## src/rtl/flash_sts_pkg.sv

```systemverilog
// Shared types for the flash status sequencer.
// Assumes: byte-wide shifter, status registers numbered 1..3.
package flash_sts_pkg;

    typedef enum logic [1:0] {
        OP_READ  = 2'd0,
        OP_WRITE = 2'd1,
        OP_QUAD  = 2'd2,
        OP_BAD   = 2'd3
    } sts_op_e;

    typedef enum logic [1:0] {
        PH_READ  = 2'd0,
        PH_WREN  = 2'd1,
        PH_VOLEN = 2'd2,
        PH_WRITE = 2'd3
    } sts_phase_e;

    localparam logic [7:0] CMD_RD12  = 8'h05;
    localparam logic [7:0] CMD_RD3   = 8'h15;
    localparam logic [7:0] CMD_WREN  = 8'h06;
    localparam logic [7:0] CMD_VOLEN = 8'h50;
    localparam logic [7:0] CMD_WR1   = 8'h01;
    localparam logic [7:0] CMD_WR2   = 8'h31;
    localparam logic [7:0] CMD_WR3   = 8'h11;
    localparam logic [7:0] FILL_BYTE = 8'hFF;

endpackage

```

## src/rtl/flash_sts_frame_map.sv

```systemverilog
// Frame content map: gives the byte to send at each position, and the
// frame length, for the current phase.
// Assumes: inputs stay stable for the whole frame.
module flash_sts_frame_map
    import flash_sts_pkg::*;
#(
    parameter int DW = 8,
    parameter int PW = 2
) (
    input  sts_phase_e      phase,
    input  logic [1:0]      rd_reg,
    input  logic [1:0]      wr_reg,
    input  logic            combined,
    input  logic [DW-1:0]   sr1_saved,
    input  logic [DW-1:0]   new_val,
    input  logic [PW-1:0]   pos,
    output logic [DW-1:0]   tx_byte,
    output logic [PW-1:0]   frame_len
);

    // Choose the byte and the frame length from phase and position.
    always_comb begin
        tx_byte   = FILL_BYTE;
        frame_len = PW'(1);
        unique case (phase)
            PH_READ: begin
                frame_len = (rd_reg == 2'd2) ? PW'(3) : PW'(2);
                if (pos == '0)
                    tx_byte = (rd_reg == 2'd3) ? CMD_RD3 : CMD_RD12;
            end
            PH_WREN:  tx_byte = CMD_WREN;
            PH_VOLEN: tx_byte = CMD_VOLEN;
            PH_WRITE: begin
                if (combined && wr_reg == 2'd2) begin
                    frame_len = PW'(3);
                    if (pos == '0)      tx_byte = CMD_WR1;
                    else if (pos == 1)  tx_byte = sr1_saved;
                    else                tx_byte = new_val;
                end else begin
                    frame_len = PW'(2);
                    if (pos == '0)
                        tx_byte = (wr_reg == 2'd1) ? CMD_WR1 :
                                  (wr_reg == 2'd2) ? CMD_WR2 : CMD_WR3;
                    else
                        tx_byte = new_val;
                end
            end
            default: ;
        endcase
    end

endmodule

```

## src/rtl/flash_sts_byte_engine.sv

```systemverilog
// Byte engine: opens a frame, hands one byte at a time to the shifter,
// then closes the frame and keeps select low for one gap cycle.
// Assumes: the shifter acknowledges every go exactly once.
module flash_sts_byte_engine #(
    parameter int DW = 8,
    parameter int PW = 2
) (
    input  logic            clk,
    input  logic            rst_n,
    input  logic            frame_go,
    input  logic [PW-1:0]   frame_len,
    output logic [PW-1:0]   pos,
    output logic            rx_valid,
    output logic            frame_done,
    output logic            sh_sel,
    output logic            sh_go,
    input  logic            sh_ack
);

    typedef enum logic [1:0] {E_OFF, E_ISSUE, E_WAIT, E_GAP} eng_e;
    eng_e st_q;

    // Step through issue, wait and gap for each byte of a frame.
    always_ff @(posedge clk) begin
        if (!rst_n) begin
            st_q   <= E_OFF;
            pos    <= '0;
            sh_sel <= 1'b0;
        end else begin
            unique case (st_q)
                E_OFF: if (frame_go) begin
                    sh_sel <= 1'b1;
                    pos    <= '0;
                    st_q   <= E_ISSUE;
                end
                E_ISSUE: st_q <= E_WAIT;
                E_WAIT: if (sh_ack) begin
                    if (pos == frame_len - PW'(1)) begin
                        sh_sel <= 1'b0;
                        st_q   <= E_GAP;
                    end else begin
                        pos  <= pos + PW'(1);
                        st_q <= E_ISSUE;
                    end
                end
                E_GAP: st_q <= E_OFF;
                default: st_q <= E_OFF;
            endcase
        end
    end

    // Strobes seen by the shifter and by the sequencer.
    assign sh_go      = (st_q == E_ISSUE);
    assign rx_valid   = (st_q == E_WAIT) && sh_ack;
    assign frame_done = (st_q == E_GAP);

endmodule

```

## src/rtl/flash_status_seq.sv

```systemverilog
// Status register sequencer: decodes a request into a chain of frames
// (read, write enable, volatile enable, data write) and moves through them.
// Assumes: quirk bits and request fields are sampled only at start.
module flash_status_seq
    import flash_sts_pkg::*;
#(
    parameter int DW       = 8,
    parameter int QE_BIT   = 1,
    parameter int BUSY_BIT = 0
) (
    input  logic            clk,
    input  logic            rst_n,
    input  logic            start,
    input  logic [1:0]      op,
    input  logic [1:0]      reg_sel,
    input  logic [DW-1:0]   wr_val,
    input  logic            skip_wel,
    input  logic            sr2_combined,
    output logic [DW-1:0]   rd_val,
    output logic            done,
    output logic            bad_idx,
    output logic            busy_flag,
    output logic            sh_sel,
    output logic            sh_go,
    output logic [DW-1:0]   sh_tx,
    input  logic            sh_ack,
    input  logic [DW-1:0]   sh_rx
);

    localparam int PW = 2;
    localparam logic [DW-1:0] QE_MASK = DW'(1) << QE_BIT;

    typedef enum logic [1:0] {S_IDLE, S_LAUNCH, S_RUN, S_FIN} seq_e;

    seq_e            st_q;
    sts_phase_e      ph_q;
    sts_op_e         op_q;
    logic [1:0]      idx_q;
    logic            skip_q, comb_q, pre_q, bad_q;
    logic [DW-1:0]   val_q, sr1_q;
    logic [1:0]      rd_reg, wr_reg;
    logic [PW-1:0]   pos, frame_len;
    logic            rx_valid, frame_done;
    logic [PW-1:0]   last_pos;

    // Register read by a read frame, and register written by a write frame.
    assign rd_reg   = pre_q ? 2'd1 : (op_q == OP_QUAD) ? 2'd2 : idx_q;
    assign wr_reg   = (op_q == OP_QUAD) ? 2'd2 : idx_q;
    assign last_pos = frame_len - PW'(1);

    flash_sts_frame_map #(.DW(DW), .PW(PW)) u_map (
        .phase     (ph_q),
        .rd_reg    (rd_reg),
        .wr_reg    (wr_reg),
        .combined  (comb_q),
        .sr1_saved (sr1_q),
        .new_val   (val_q),
        .pos       (pos),
        .tx_byte   (sh_tx),
        .frame_len (frame_len)
    );

    flash_sts_byte_engine #(.DW(DW), .PW(PW)) u_eng (
        .clk        (clk),
        .rst_n      (rst_n),
        .frame_go   (st_q == S_LAUNCH),
        .frame_len  (frame_len),
        .pos        (pos),
        .rx_valid   (rx_valid),
        .frame_done (frame_done),
        .sh_sel     (sh_sel),
        .sh_go      (sh_go),
        .sh_ack     (sh_ack)
    );

    // Request decode and phase chaining.
    always_ff @(posedge clk) begin
        if (!rst_n) begin
            st_q   <= S_IDLE;
            ph_q   <= PH_READ;
            op_q   <= OP_READ;
            idx_q  <= 2'd1;
            skip_q <= 1'b0;
            comb_q <= 1'b0;
            pre_q  <= 1'b0;
            bad_q  <= 1'b0;
            val_q  <= '0;
        end else begin
            unique case (st_q)
                S_IDLE: if (start) begin
                    op_q   <= sts_op_e'(op);
                    idx_q  <= reg_sel;
                    val_q  <= wr_val;
                    skip_q <= skip_wel;
                    comb_q <= sr2_combined;
                    pre_q  <= 1'b0;
                    bad_q  <= 1'b0;
                    if (sts_op_e'(op) == OP_BAD || (reg_sel == 2'd0 && sts_op_e'(op) != OP_QUAD)) begin
                        bad_q <= 1'b1;
                        st_q  <= S_FIN;
                    end else if (sts_op_e'(op) == OP_WRITE) begin
                        st_q <= S_LAUNCH;
                        if (reg_sel == 2'd2 && sr2_combined) begin
                            pre_q <= 1'b1;
                            ph_q  <= PH_READ;
                        end else begin
                            ph_q <= skip_wel ? PH_VOLEN : PH_WREN;
                        end
                    end else begin
                        ph_q <= PH_READ;
                        st_q <= S_LAUNCH;
                    end
                end
                S_LAUNCH: st_q <= S_RUN;
                S_RUN: begin
                    if (rx_valid && ph_q == PH_READ && pos == last_pos
                        && !pre_q && op_q == OP_QUAD)
                        val_q <= sh_rx | QE_MASK;
                    if (frame_done) begin
                        st_q <= S_LAUNCH;
                        unique case (ph_q)
                            PH_READ: begin
                                if (!pre_q && op_q == OP_READ) begin
                                    st_q <= S_FIN;
                                end else if (!pre_q && comb_q) begin
                                    pre_q <= 1'b1;
                                end else begin
                                    ph_q <= skip_q ? PH_VOLEN : PH_WREN;
                                end
                            end
                            PH_WREN:  ph_q <= PH_VOLEN;
                            PH_VOLEN: ph_q <= PH_WRITE;
                            PH_WRITE: st_q <= S_FIN;
                            default:  st_q <= S_FIN;
                        endcase
                    end
                end
                S_FIN: st_q <= S_IDLE;
                default: st_q <= S_IDLE;
            endcase
        end
    end

    // Capture of read results, saved register 1 and the busy bit.
    always_ff @(posedge clk) begin
        if (!rst_n) begin
            rd_val    <= '1;
            sr1_q     <= '0;
            busy_flag <= 1'b0;
        end else if (st_q == S_IDLE && start && (sts_op_e'(op) == OP_BAD ||
                     (reg_sel == 2'd0 && sts_op_e'(op) != OP_QUAD))) begin
            rd_val <= '1;
        end else if (rx_valid && ph_q == PH_READ) begin
            if (pos == PW'(1) && rd_reg != 2'd3)
                busy_flag <= sh_rx[BUSY_BIT];
            if (pos == last_pos) begin
                if (pre_q) sr1_q  <= sh_rx;
                else       rd_val <= sh_rx;
            end
        end
    end

    // Completion outputs.
    assign done    = (st_q == S_FIN);
    assign bad_idx = (st_q == S_FIN) && bad_q;

endmodule

```

## config.mk

```make
export PLATFORM = sky130hd
export DESIGN_NAME = flash_status_seq
export DESIGN_NICKNAME = d
export VERILOG_FILES = /design/src/rtl/flash_sts_pkg.sv /design/src/rtl/flash_sts_frame_map.sv /design/src/rtl/flash_sts_byte_engine.sv /design/src/rtl/flash_status_seq.sv
export SDC_FILE = /design/constraint.sdc
export NUM_CORES = 1
export LEC_CHECK = 0
export ABC_AREA = 0
export BUFFER_PORTS_ARGS = -buffer_cell sky130_fd_sc_hd__clkbuf_2
export CAP_MARGIN = 30
export CORE_MARGIN = 2
export CORE_UTILIZATION = 37
export CTS_BUF_LIST = sky130_fd_sc_hd__clkbuf_16
export DETAILED_ROUTE_END_ITERATION = 10
export SYNTH_ARGS = -nofsm -noshare
export SYNTH_HDL_FRONTEND = slang
export SYNTH_SLANG_ARGS = --single-unit
```

## constraint.sdc

```tcl
create_clock -name clk -period 4.4 [get_ports clk]
set_input_delay 0.88 -clock clk [delete_from_list [all_inputs] [get_ports clk]]
set_output_delay 0.88 -clock clk [all_outputs]
set_load 0.05 [all_outputs]
```

==> metrics <==
hold-fix buffers at CTS=0; start of the worst register-to-register path=ph_q[1]$_SDFFE_PN0P_; Seq/Total Area, Yosys=33.91%; Reg2Reg Depth=7; top post-synthesis cells by area=dfxtp_1 34%, nand2_1 12%, mux2i_1 6.9%; drc violations=0; Antenna Nets Post-Route=0; minimum clock period=3128 ps; Worst Path Buf+Inv=1; CP required=3520 ps; Worst Skew=7.353 ps; PostCTS Resize Cnt=0; top-area cell type share of the netlist area=33.91%; Synth cell types=46; worst-skew pair later-pin latency=280 ps; Leakage=0.001168 µW; cell area after synthesis=0.002480 mm²; pin count of the biggest net entering global routing=39; Setup CP Type=flop to output pin; maxcap violations=0; Slew @ Worst Pin=789.8 ps; layout cells sized above 1=18.80%; largest family of logic cells by synthesized area=simple AND/OR/NAND/NOR gates; Post-CTS Setup Inserts=0; WL final=6486 µm; Setup TNS=0 ps; core area=0.006422 mm²; Ports=47; largest delay contributor family on the critical path=compound AO/OA/AOI/OAI gates; WL/cell=15.15 µm; DP Worst Slack=1580 ps; GPL Wtd Cong=0.8499; HP Start=skip_q$_SDFFE_PN0P_; number of synthesized flops with an enable pin=0; CP Depth=6; Final HPWL DP=4821 µm; Multi-input gate area=0.001541 mm²; CTS buffer count=5; crit-path cells=and2b_4, o211ai_2, mux2_2, a31oi_1, o22ai_1, clkbuf_2; Worst-path clk slew=60 ps; H-Tree Depth=2; port bufs=46; 1st-iter DRT viols=180; Yosys top cell by area=dfxtp_1; area share of fa/ha/maj cells after synthesis=3.027%; Clock Sinks=42; P_sw=349.5 µW; final hold vios=0; Worst VDD drop=0.0002224 V; Final WS setup=1273 ps; Initial Util=38.61%; met3 global-route usage=2.406%; busiest grt layer=met2; crit end category=output pin; Die H=85.87 µm; top_reg_cell synth=dfxtp_1; first-pass GRT wire length=10540 µm; Startpoint Class=flop; crit-path max FO=8; GRT Util Overall=17.88%; Overflow after GRT=0; Area growth syn-to-layout=17.00%; power share of the clock group=37.2%; RR Endpoint=sr1_q[6]$_SDFFE_PN0P_; most frequent cells after synthesis=77 x nand2_1, 42 x dfxtp_1, 22 x a21oi_1, 17 x mux2i_1, 15 x clkbuf_1; post-synthesis mux area share=9.132%; Synth Area in Compound Gates=22.81%; Via density=5.395; diodes inserted=0; nets=382; clk root buf=clkbuf_16; Pint=756.9 µW; count leader, synth=nand2_1; synth warn=0; grt met1 use=26.50%; status=completed; routed vias=2309; Slew Limit Headroom=47.15%; Cell Rows=29; Sw Ratio=31.59%; FF/Latch Area=840.8 µm²; initial antenna violation count=0; vias in the first global route=2066; die width=85.87 µm; clk buf depth=2; hold crit path type=flop to flop; Setup-failing EPs final=0; slowest cell on the critical path=o211ai_2; Fmax=0.3197 GHz; Reg power frac=38.3%; CP max stage delay=420 ps; RSZ-0062 raised after global routing=false; Critical Path AT=2250 ps; Die Area=0.007374 mm²; Final Max Tran Viols=0; syn_area_per_cell=7.898 µm²; Pre-antenna DRT Iters=6; Hold EP=skip_q$_SDFFE_PN0P_; post-synthesis instance total=314; share of flip-flops with an asynchronous set or reset=0%; Post-Synth XOR/XNOR Area=0%; routing usage on met2=26.92%; CTS tree=yes; total power=1106 µW; r2r setup slk=1980 ps; post-synthesis simple-gate area fraction=27.19%; Hold Path Cell Cnt=2; period utilization=71.08%; post-synthesis register bit count=42; pwr/cell area=381.3 mW/mm²; filler instances=655; crit path from=op_q[0]$_SDFFE_PN0P_; Combinational Power Share=24.5%; Synth Net Count=346
## layer usage
metal  vias up  part of all wire (%)
met5         -                     0
met4         0                   1.1
met3         7                   3.7
met2        54                    46
met1      1064                    49
li1       1184                     -
## cell usage in the layout, fill, tap and decap left out, types with 2 or more instances in the layout
cell | synthesis | final
o21ai_0 | 7 | 7
clkbuf_16 | 0 | 5
o2111ai_1 | 2 | 2
inv_1 | 6 | 7
dfxtp_1 | 42 | 42
nor2b_1 | 7 | 7
o21a_1 | 4 | 4
nand3b_1 | 3 | 3
a2111o_1 | 5 | 5
o31ai_1 | 2 | 2
nor3_1 | 10 | 10
and2_1 | 5 | 5
nor3b_1 | 2 | 2
ha_1 | 6 | 6
nand2b_1 | 8 | 8
o31a_1 | 2 | 2
nand2_1 | 77 | 77
and2b_1 | 2 | 2
or3_1 | 2 | 2
and3_1 | 3 | 3
o22ai_1 | 6 | 6
nand3_1 | 7 | 7
mux2i_1 | 17 | 17
o211ai_1 | 5 | 5
mux2_2 | 5 | 5
a31oi_1 | 9 | 9
nand4b_1 | 3 | 3
a21oi_1 | 22 | 22
clkbuf_2 | 0 | 46
nor2_1 | 13 | 13
## area by class of cell
class	instances	share of cell area [%]
inverters	7	0.9056
clock inverters	3	1.423
flip-flops and latches	42	28.98
repair buffers	46	7.934
multi-input cells	248	53.13
well taps	77	3.320
clock buffers	5	4.312
## flip-flops by register name (all words and copies together), names as in the netlist
name,flops
rd_val,8
sr1_q,8
val_q,8
idx_q,2
op_q,2
ph_q,2
st_q,2
u_eng.pos,2
u_eng.st_q,2
bad_q,1
busy_flag,1
comb_q,1
pre_q,1
skip_q,1
u_eng.sh_sel,1
## kinds of logic (layout without fill, tap and decap cells)
| logic type | after synthesis | in the layout |
|---|---|---|
| AOI/OAI and AO/OA | 76 | 76 |
| adders and majority gates | 6 | 6 |
| buffers and inverters | 24 | 61 |
| DFF | 42 | 42 |
| muxes | 22 | 22 |
| and+or+nand+nor | 144 | 144 |
## worst reg2reg max path, cell delays in order, from the launching register on
cell and delay [ps]:
dfxtp_1 450, inv_1 140, ha_1 280, and2b_1 230, o22ai_4 230, nand2_1 330, a21oi_4 460, mux2i_1 230
## stage by stage
step                instance area [µm²]  hold WS (ps)  std cells  utilization [%]
floorplan                          2480         432.2        314                -
finish                             2902         456.6        428            45.18
global route                       2902         475.9        428            45.18
detailed placement                 2735         444.5        420            42.59
global placement                   2735         443.8        420            42.59
CTS                                2902         458.0        428            45.18
## worst max path at each step
stage	endpoint	slack, ps
after floorplan	sh_tx[2]	1260
after global placement	sh_tx[6]	1600
after detailed placement	rd_val[4]$_SDFFE_PP1P_	1580
after CTS	sh_tx[6]	1280
after global routing	sh_tx[5]	1140
final	sh_tx[6]	1270
## power groups by stage
stage,registers [µW],clock network [µW],logic [µW]
floorplan,428,0,208
detailed placement,432,0,270
finish,424,411,271
global placement,432,0,269
global route,428,434,297
CTS,424,418,271
No activity file was read; power rests on OpenSTA's default activity.
